$ cat config.mk
export PLATFORM = sky130hd
export DESIGN_NAME = store_buffer_fence
export DESIGN_NICKNAME = d
export VERILOG_FILES = /design/src/rtl/sb_pkg.sv /design/src/rtl/sb_entry_ring.sv /design/src/rtl/sb_fwd_select.sv /design/src/rtl/sb_port_arb.sv /design/src/rtl/store_buffer_fence.sv
export SDC_FILE = /design/constraint.sdc
export NUM_CORES = 1
export LEC_CHECK = 0
export BUFFER_PORTS_ARGS = -buffer_cell sky130_fd_sc_hd__buf_2
export CAP_MARGIN = 20
export CORE_MARGIN = 2
export CORE_UTILIZATION = 62
export CTS_BUF_LIST = sky130_fd_sc_hd__clkbuf_4
export DETAILED_ROUTE_END_ITERATION = 7
export PLACE_DENSITY = 0.9
export SYNTH_ARGS = -nofsm -noshare
export SYNTH_HDL_FRONTEND = slang
export SYNTH_SLANG_ARGS = --single-unit
$ cat constraint.sdc
create_clock -name clk -period 7.03 [get_ports clk]
set_clock_uncertainty 0.15 [all_clocks]
set_input_delay 2.109 -clock clk [delete_from_list [all_inputs] [get_ports clk]]
set_output_delay 2.109 -clock clk [all_outputs]
set_load 0.02 [all_outputs]
$ cat src/rtl/sb_pkg.sv
// Shared opcode encoding for the store buffer.
// Assumes a two-bit opcode; any opcode with bit 1 set is a fence.
package sb_pkg;
    typedef enum logic [1:0] {
        OP_LOAD  = 2'b00,
        OP_STORE = 2'b01,
        OP_FENCE = 2'b10
    } sb_op_e;
endpackage

$ cat src/rtl/sb_entry_ring.sv
// Circular storage for pending stores: per-slot valid, address and data.
// Assumes DEPTH is a power of two and at least 2, and that the caller never
// pushes when full nor pops when empty.
module sb_entry_ring #(
    parameter int DEPTH = 4,
    parameter int AW    = 8,
    parameter int DW    = 16,
    localparam int PW   = $clog2(DEPTH),
    localparam int CW   = $clog2(DEPTH + 1)
) (
    input  logic                  clk,
    input  logic                  rst_n,
    input  logic                  push,
    input  logic [AW-1:0]         push_addr,
    input  logic [DW-1:0]         push_data,
    input  logic                  pop,
    output logic [DEPTH-1:0]      ent_valid,
    output logic [DEPTH*AW-1:0]   ent_addr_flat,
    output logic [DEPTH*DW-1:0]   ent_data_flat,
    output logic [PW-1:0]         head_ptr,
    output logic [AW-1:0]         head_addr,
    output logic [DW-1:0]         head_data,
    output logic                  empty,
    output logic                  full
);
    logic [DEPTH-1:0] valid_q;
    logic [AW-1:0]    addr_q [DEPTH];
    logic [DW-1:0]    data_q [DEPTH];
    logic [PW-1:0]    head_q;
    logic [PW-1:0]    tail_q;
    logic [CW-1:0]    count_q;

    // Advance head on drain, tail on store, and track occupancy.
    always_ff @(posedge clk) begin
        if (!rst_n) begin
            head_q  <= '0;
            tail_q  <= '0;
            count_q <= '0;
        end else begin
            if (push) tail_q <= tail_q + 1'b1;
            if (pop)  head_q <= head_q + 1'b1;
            if (push && !pop)      count_q <= count_q + 1'b1;
            else if (pop && !push) count_q <= count_q - 1'b1;
        end
    end

    for (genvar g = 0; g < DEPTH; g++) begin : g_slot
        // Fill a slot at the tail, release it at the head.
        always_ff @(posedge clk) begin
            if (!rst_n) begin
                valid_q[g] <= 1'b0;
                addr_q[g]  <= '0;
                data_q[g]  <= '0;
            end else if (push && tail_q == PW'(g)) begin
                valid_q[g] <= 1'b1;
                addr_q[g]  <= push_addr;
                data_q[g]  <= push_data;
            end else if (pop && head_q == PW'(g)) begin
                valid_q[g] <= 1'b0;
            end
        end
        assign ent_addr_flat[g*AW +: AW] = addr_q[g];
        assign ent_data_flat[g*DW +: DW] = data_q[g];
    end

    assign ent_valid = valid_q;
    assign head_ptr  = head_q;
    assign head_addr = addr_q[head_q];
    assign head_data = data_q[head_q];
    assign empty     = (count_q == '0);
    assign full      = (count_q == CW'(DEPTH));


    no_overflow_chk: assert property (@(posedge clk) disable iff (!rst_n)
        push |-> !full);

    occupancy_chk: assert property (@(posedge clk) disable iff (!rst_n)
        $countones(valid_q) == int'(count_q));

    no_underflow_chk: assert property (@(posedge clk) disable iff (!rst_n)
        pop |-> !empty);
endmodule

$ cat src/rtl/sb_fwd_select.sv
// Store-to-load forwarding: finds the youngest valid entry whose address
// equals the lookup address. Assumes entries are aged from head_ptr.
module sb_fwd_select #(
    parameter int DEPTH = 4,
    parameter int AW    = 8,
    parameter int DW    = 16,
    localparam int PW   = $clog2(DEPTH)
) (
    input  logic [DEPTH-1:0]    ent_valid,
    input  logic [DEPTH*AW-1:0] ent_addr_flat,
    input  logic [DEPTH*DW-1:0] ent_data_flat,
    input  logic [PW-1:0]       head_ptr,
    input  logic [AW-1:0]       lookup_addr,
    output logic                hit,
    output logic [DW-1:0]       hit_data
);
    // Walk oldest to youngest so the last match, the youngest, wins.
    always_comb begin
        logic [PW-1:0] idx;
        hit      = 1'b0;
        hit_data = '0;
        for (int a = 0; a < DEPTH; a++) begin
            idx = head_ptr + PW'(a);
            if (ent_valid[idx] && ent_addr_flat[idx*AW +: AW] == lookup_addr) begin
                hit      = 1'b1;
                hit_data = ent_data_flat[idx*DW +: DW];
            end
        end
    end
endmodule

$ cat src/rtl/sb_port_arb.sv
// Decides per cycle which request is accepted and what the memory port does.
// Assumes a missing load's read outranks a drain and a fence waits for empty.
module sb_port_arb
    import sb_pkg::*;
#(
    parameter int AW = 8,
    parameter int DW = 16
) (
    input  logic          clk,
    input  logic          rst_n,
    input  logic          req_valid,
    input  logic [1:0]    req_op,
    input  logic [AW-1:0] req_addr,
    input  logic          fwd_hit,
    input  logic          empty,
    input  logic          full,
    input  logic [AW-1:0] head_addr,
    input  logic [DW-1:0] head_data,
    input  logic          mem_ready,
    output logic          req_ready,
    output logic          push,
    output logic          pop,
    output logic          load_take,
    output logic          load_from_mem,
    output logic          mem_valid,
    output logic          mem_write,
    output logic [AW-1:0] mem_addr,
    output logic [DW-1:0] mem_wdata
);
    logic is_load, is_store, is_fence, rd_needed;

    // Classify the request and find out whether memory must be read.
    always_comb begin
        is_load   = req_valid && (req_op == OP_LOAD);
        is_store  = req_valid && (req_op == OP_STORE);
        is_fence  = req_valid && req_op[1];
        rd_needed = is_load && !fwd_hit;
    end

    // Drive the memory port: a needed read first, else the oldest store.
    always_comb begin
        mem_valid = rd_needed || !empty;
        mem_write = !rd_needed && !empty;
        mem_addr  = rd_needed ? req_addr : head_addr;
        mem_wdata = head_data;
    end

    // Readiness per opcode and the resulting buffer and response strobes.
    always_comb begin
        if (req_op[1])              req_ready = empty;
        else if (req_op == OP_LOAD) req_ready = fwd_hit || mem_ready;
        else                        req_ready = !full;
        push          = is_store && !full;
        pop           = mem_write && mem_ready;
        load_take     = is_load && (fwd_hit || mem_ready);
        load_from_mem = rd_needed && mem_ready;
    end


    read_is_load_chk: assert property (@(posedge clk) disable iff (!rst_n)
        (mem_valid && !mem_write) |-> (req_valid && req_op == OP_LOAD));

    fence_no_drain_chk: assert property (@(posedge clk) disable iff (!rst_n)
        (is_fence && req_ready) |-> !(mem_valid && mem_write));
endmodule

$ cat src/rtl/store_buffer_fence.sv
// Store buffer between one processor and one memory port with forwarding
// and fence ordering. Assumes one request per cycle and single-word accesses;
// memory read data arrives in the read handshake cycle.
module store_buffer_fence
    import sb_pkg::*;
#(
    parameter int DEPTH = 4,
    parameter int AW    = 8,
    parameter int DW    = 16,
    localparam int PW   = $clog2(DEPTH)
) (
    input  logic          clk,
    input  logic          rst_n,
    input  logic          req_valid,
    input  logic [1:0]    req_op,
    input  logic [AW-1:0] req_addr,
    input  logic [DW-1:0] req_wdata,
    output logic          req_ready,
    output logic          rsp_valid,
    output logic [DW-1:0] rsp_rdata,
    output logic          mem_valid,
    output logic          mem_write,
    output logic [AW-1:0] mem_addr,
    output logic [DW-1:0] mem_wdata,
    input  logic          mem_ready,
    input  logic [DW-1:0] mem_rdata
);
    logic [DEPTH-1:0]    ent_valid;
    logic [DEPTH*AW-1:0] ent_addr_flat;
    logic [DEPTH*DW-1:0] ent_data_flat;
    logic [PW-1:0]       head_ptr;
    logic [AW-1:0]       head_addr;
    logic [DW-1:0]       head_data;
    logic                empty, full, fwd_hit;
    logic [DW-1:0]       fwd_data;
    logic                push, pop, load_take, load_from_mem;

    sb_entry_ring #(.DEPTH(DEPTH), .AW(AW), .DW(DW)) u_ring (
        .clk(clk), .rst_n(rst_n),
        .push(push), .push_addr(req_addr), .push_data(req_wdata), .pop(pop),
        .ent_valid(ent_valid), .ent_addr_flat(ent_addr_flat),
        .ent_data_flat(ent_data_flat), .head_ptr(head_ptr),
        .head_addr(head_addr), .head_data(head_data),
        .empty(empty), .full(full)
    );

    sb_fwd_select #(.DEPTH(DEPTH), .AW(AW), .DW(DW)) u_fwd (
        .ent_valid(ent_valid), .ent_addr_flat(ent_addr_flat),
        .ent_data_flat(ent_data_flat), .head_ptr(head_ptr),
        .lookup_addr(req_addr), .hit(fwd_hit), .hit_data(fwd_data)
    );

    sb_port_arb #(.AW(AW), .DW(DW)) u_arb (
        .clk(clk), .rst_n(rst_n),
        .req_valid(req_valid), .req_op(req_op), .req_addr(req_addr),
        .fwd_hit(fwd_hit), .empty(empty), .full(full),
        .head_addr(head_addr), .head_data(head_data), .mem_ready(mem_ready),
        .req_ready(req_ready), .push(push), .pop(pop),
        .load_take(load_take), .load_from_mem(load_from_mem),
        .mem_valid(mem_valid), .mem_write(mem_write),
        .mem_addr(mem_addr), .mem_wdata(mem_wdata)
    );

    // Register load data: forwarded entry on a hit, memory data otherwise.
    always_ff @(posedge clk) begin
        if (!rst_n) begin
            rsp_valid <= 1'b0;
            rsp_rdata <= '0;
        end else begin
            rsp_valid <= load_take;
            if (load_take) rsp_rdata <= load_from_mem ? mem_rdata : fwd_data;
        end
    end


    rsp_after_load_chk: assert property (@(posedge clk) disable iff (!rst_n)
        rsp_valid |-> $past(req_valid && req_op == OP_LOAD && req_ready));

    hit_no_read_chk: assert property (@(posedge clk) disable iff (!rst_n)
        (req_valid && req_op == OP_LOAD && fwd_hit) |-> !(mem_valid && !mem_write));
endmodule

==> results_tabular.tex <==
\begin{tabular}{lr}
\hline
Metric & Value \\
\hline
\multicolumn{2}{l}{\textbf{Clock tree}} \\
\quad Clock root buffer & clkbuf\_4 \\
\quad Clock insertion delay at the later pin of the skew report & 0.58 ns \\
\quad Count of hold-fix buffers inserted at cts & 0 \\
\quad Post-CTS Setup Inserts & 0 \\
\quad CTS tree & yes \\
\quad Max H-tree Level & 4 \\
\quad Clock tree buffer depth & 2 \\
\quad Quantity of gates resized following cts & 0 \\
\quad Clock transition at the registers of the reported paths & 0.12 ns \\
\quad Sinks on Clock Net & 126 \\
\quad CTS buffer count & 17 \\
\multicolumn{2}{l}{\textbf{Synthesis}} \\
\quad Post-synthesis instance total & 801 \\
\quad Top FF cell, synth & edfxtp\_1 \\
\quad Number of storage elements in the synthesis netlist & 126 \\
\quad Post-Synthesis Cell Area & 0.00874 mm\^{}2 \\
\quad Number of distinct library cell variants in the gate-level netlist after synthesis & 68 \\
\quad Number of nets produced by synthesis & 857 \\
\quad Synth Area per Inst & 10.9 um\^{}2 \\
\quad Number of flops mapped to enable cells by yosys & 96 \\
\quad Synth Warn \# & 0 \\
\quad Share of flip-flops with an asynchronous set or reset & 0 \\
\quad Sequential share of the synthesized area & 0.399 \\
\multicolumn{2}{l}{\textbf{Floorplanning}} \\
\quad Width of the die & 123 um \\
\quad Placeable core region & 0.0138 mm\^{}2 \\
\quad Num rows & 43 \\
\quad Starting utilization of the core area & 0.632 \\
\quad Number of top-level design ports & 90 \\
\quad Die Outline Area & 0.0151 mm\^{}2 \\
\quad DIE HEIGHT & 123 um \\
\multicolumn{2}{l}{\textbf{Layout}} \\
\quad Utilization after layout & 0.693 \\
\quad Layout filler cell count & 961 \\
\quad Share of final-layout standard cells stronger than drive strength 1 & 0.277 \\
\quad Area added between synthesis and finish & 9.69\% \\
\quad Number of diodes & 0 \\
\quad Count of nets after finishing & 914 \\
\multicolumn{2}{l}{\textbf{Drt}} \\
\quad Detailed-route via count & 6951 \\
\quad Total wirelength of the detailed-routed design & 22300 um \\
\quad First-pass iteration count of the detailed router & 6 \\
\quad DR vias/cell & 6.61 \\
\quad First DRT Iteration DRCs & 873 \\
\quad Remaining number of nets flagged by the antenna check after routing & 0 \\
\quad Average detailed-routed wire length per instance & 21.2 um \\
\quad DRC violations left & 0 \\
\multicolumn{2}{l}{\textbf{Timing}} \\
\quad Setup-violating endpoint count in the final report & 0 \\
\quad Peak clock frequency supported by timing & 148 MHz \\
\quad Fin. Hold Viols & 0 \\
\quad Setup repair after global routing missed its margin & false \\
\quad Pin slew with the least headroom to its limit & 1.17 ns \\
\quad Worst rel slew slack & 0.219 \\
\quad Final TNS setup & 0 ns \\
\quad Count of pins over their slew limit & 0 \\
\quad Clock period minus final worst setup slack & 6.74 ns \\
\quad Ratio of final minimum period to clock period & 0.959 \\
\quad Hold Worst Slack & 0.400 ns \\
\multicolumn{2}{l}{\textbf{Placed design}} \\
\quad Gp weighted congestion & 0.944 \\
\quad Post-detailed-placement half-perimeter wirelength & 14300 um \\
\quad Total of buffers placed on input and output ports & 89 \\
\multicolumn{2}{l}{\textbf{Global routing}} \\
\quad Global-route wire length before repair & 34400 um \\
\quad GRT Residual Overflow & 0 \\
\quad Largest net degree at the start of global routing & 67 \\
\quad Number of antenna violations at the first check in global routing & 0 \\
\quad GRT Resource Usage Total & 0.305 \\
\quad Via count of the first global-routing pass & 6320 \\
\multicolumn{2}{l}{\textbf{Pwr}} \\
\quad Static Leak & 0.00345 uW \\
\quad Maximum ir drop on the vdd rail & 0.174 mV \\
\quad PD cells & 297 mW/mm\^{}2 \\
\multicolumn{2}{l}{\textbf{Run status}} \\
\quad Status & complete, no violations \\
\multicolumn{2}{l}{\textbf{Setup path}} \\
\quad Endpoint type of the worst setup path & output pin \\
\quad Sort of element at the start of the critical path & input pin \\
\quad Start-to-end type of the worst setup path & input pin to output pin \\
\quad Cell-by-cell listing of the critical path & buf\_2 -> nor2b\_1 -> o32ai\_1 -> nor4b\_2 -> o2111ai\_1 -> o21a\_4 -> nand3\_1 -> nor2\_2 -> mux2\_2 -> buf\_2 \\
\quad Req. time, crit path & 4.77 ns \\
\quad Crit path largest cell delay & 0.49 ns \\
\quad Most repeated library cell on the critical path & buf\_2 \\
\quad Cell with the biggest individual delay on the critical path & nor2\_2 \\
\quad Worst endpoint data arrival time & 4.49 ns \\
\quad Largest fanout on the critical path & 9 \\
\multicolumn{2}{l}{\textbf{Job}} \\
\quad Max-Cap Viols & 0 \\
\multicolumn{2}{l}{\textbf{Min path}} \\
\quad Worst hold-check path type & flip-flop to flip-flop \\
\hline
\end{tabular}
-- final cells by class --
| type | instances | area (um^2) | area share |
|---|---|---|---|
| clock buffers | 17 | 128 | 0.0133 |
| clock inverters | 15 | 265 | 0.0277 |
| inverters | 9 | 33.8 | 0.00352 |
| multi-input cells | 596 | 4860 | 0.507 |
| flip-flops and latches | 126 | 3490 | 0.364 |
| well taps | 180 | 225 | 0.0235 |
| repair buffers | 108 | 588 | 0.0613 |
-- critical path, delay by kind of cell --
kind                   cells  cell delay, ns
buffers and inverters      2            0.28
AO/OA/AOI/OAI              3            0.65
multiplexers               1            0.41
AND/OR/NAND/NOR            4            1.02
-- sequential cells by signal, summed over array words and instances, names as in the netlist, named ones only --
| register | count |
|---|---|
| u_ring.data_q | 64 |
| u_ring.addr_q | 32 |
| rsp_rdata | 16 |
| u_ring.ent_valid | 4 |
| u_ring.count_q | 3 |
| u_ring.head_ptr | 2 |
| u_ring.tail_q | 2 |
| rsp_valid | 1 |
-- cells in the mapped netlist (all sizes together), types with 9 or more instances --
library cell | n | area, um^2
nand2 | 46 | 175
and2 | 102 | 638
o21ai | 12 | 60.1
mux2i | 58 | 606
edfxtp | 96 | 2880
dfxtp | 30 | 601
mux2 | 42 | 473
a2111oi | 10 | 93.8
buf | 32 | 223
mux4 | 36 | 811
a21oi | 59 | 299
o32ai | 23 | 228
o221ai | 16 | 140
ha | 9 | 113
xnor2 | 25 | 219
nor3 | 22 | 115
nor2 | 54 | 205
clkbuf | 38 | 144
-- through the flow --
stage               area, um^2  total power [uW]  instances  setup WS (ns)
floorplan                 8740              1920        801          0.587
global placement          9190              2120       1019          0.317
detailed placement        9190              2150       1019          0.294
CTS                       9590              2830       1051          0.282
global route              9590              2980       1051          0.145
finish                    9590              2850       1051          0.285
-- layer usage --
metal  vias to the layer above  global-route usage  wire [um]
li1                       3146                   -          -
met1                      3328               0.436       9250
met2                       420               0.456      10100
met3                        57              0.0632       2380
met4                         0               0.120        570
met5                         -                   0          0
-- logic make-up after synthesis --
family	after synthesis	synth area share
and+or+nand+nor	257	0.155
AOI/OAI and AO/OA	160	0.136
muxes	136	0.216
DFF	126	0.399
buffers and inverters	79	0.0458
xor gates and xnor gates	33	0.0331
adders and majority gates	10	0.0152
-- where the power goes --
group          total (uW)  internal (uW)  switching [uW]
clock                 680            389             291
combinational        1230            542             693
sequential            934            851            83.2
-- cells in the final DEF, fill, tap and decap left out, types with 5 or more instances in the layout --
cell,Yosys,final
a2111oi_0,9,9
a21oi_1,58,58
and2_1,102,102
and3_1,5,5
buf_2,16,89
buf_4,3,19
bufinv_16,0,7
clkbuf_4,0,17
dfxtp_1,30,28
edfxtp_1,96,96
ha_1,9,8
inv_1,8,8
mux2_2,42,42
mux2i_1,56,56
mux4_2,36,36
nand2_1,45,45
nand3_1,6,6
nor2_1,53,53
nor2b_1,6,6
nor3_1,21,21
o21ai_0,11,11
o221ai_1,16,16
o22ai_1,8,8
o311ai_0,5,5
o32ai_1,21,21
xnor2_1,25,25
xor2_1,8,8
-- worst paths after layout --
kind                            cells past startpoint                from           endpoint  slack (ns)
worst max-delay path                               10         req_addr[1]        mem_addr[4]        0.29
worst min-delay path                                2   u_ring.count_q[2]  u_ring.count_q[2]        0.40
worst max register to register                     17  u_ring.head_ptr[1]  u_ring.count_q[2]        2.57
worst min register to register                      2   u_ring.count_q[2]  u_ring.count_q[2]        0.40
No activity file was read; power rests on OpenSTA's default activity.
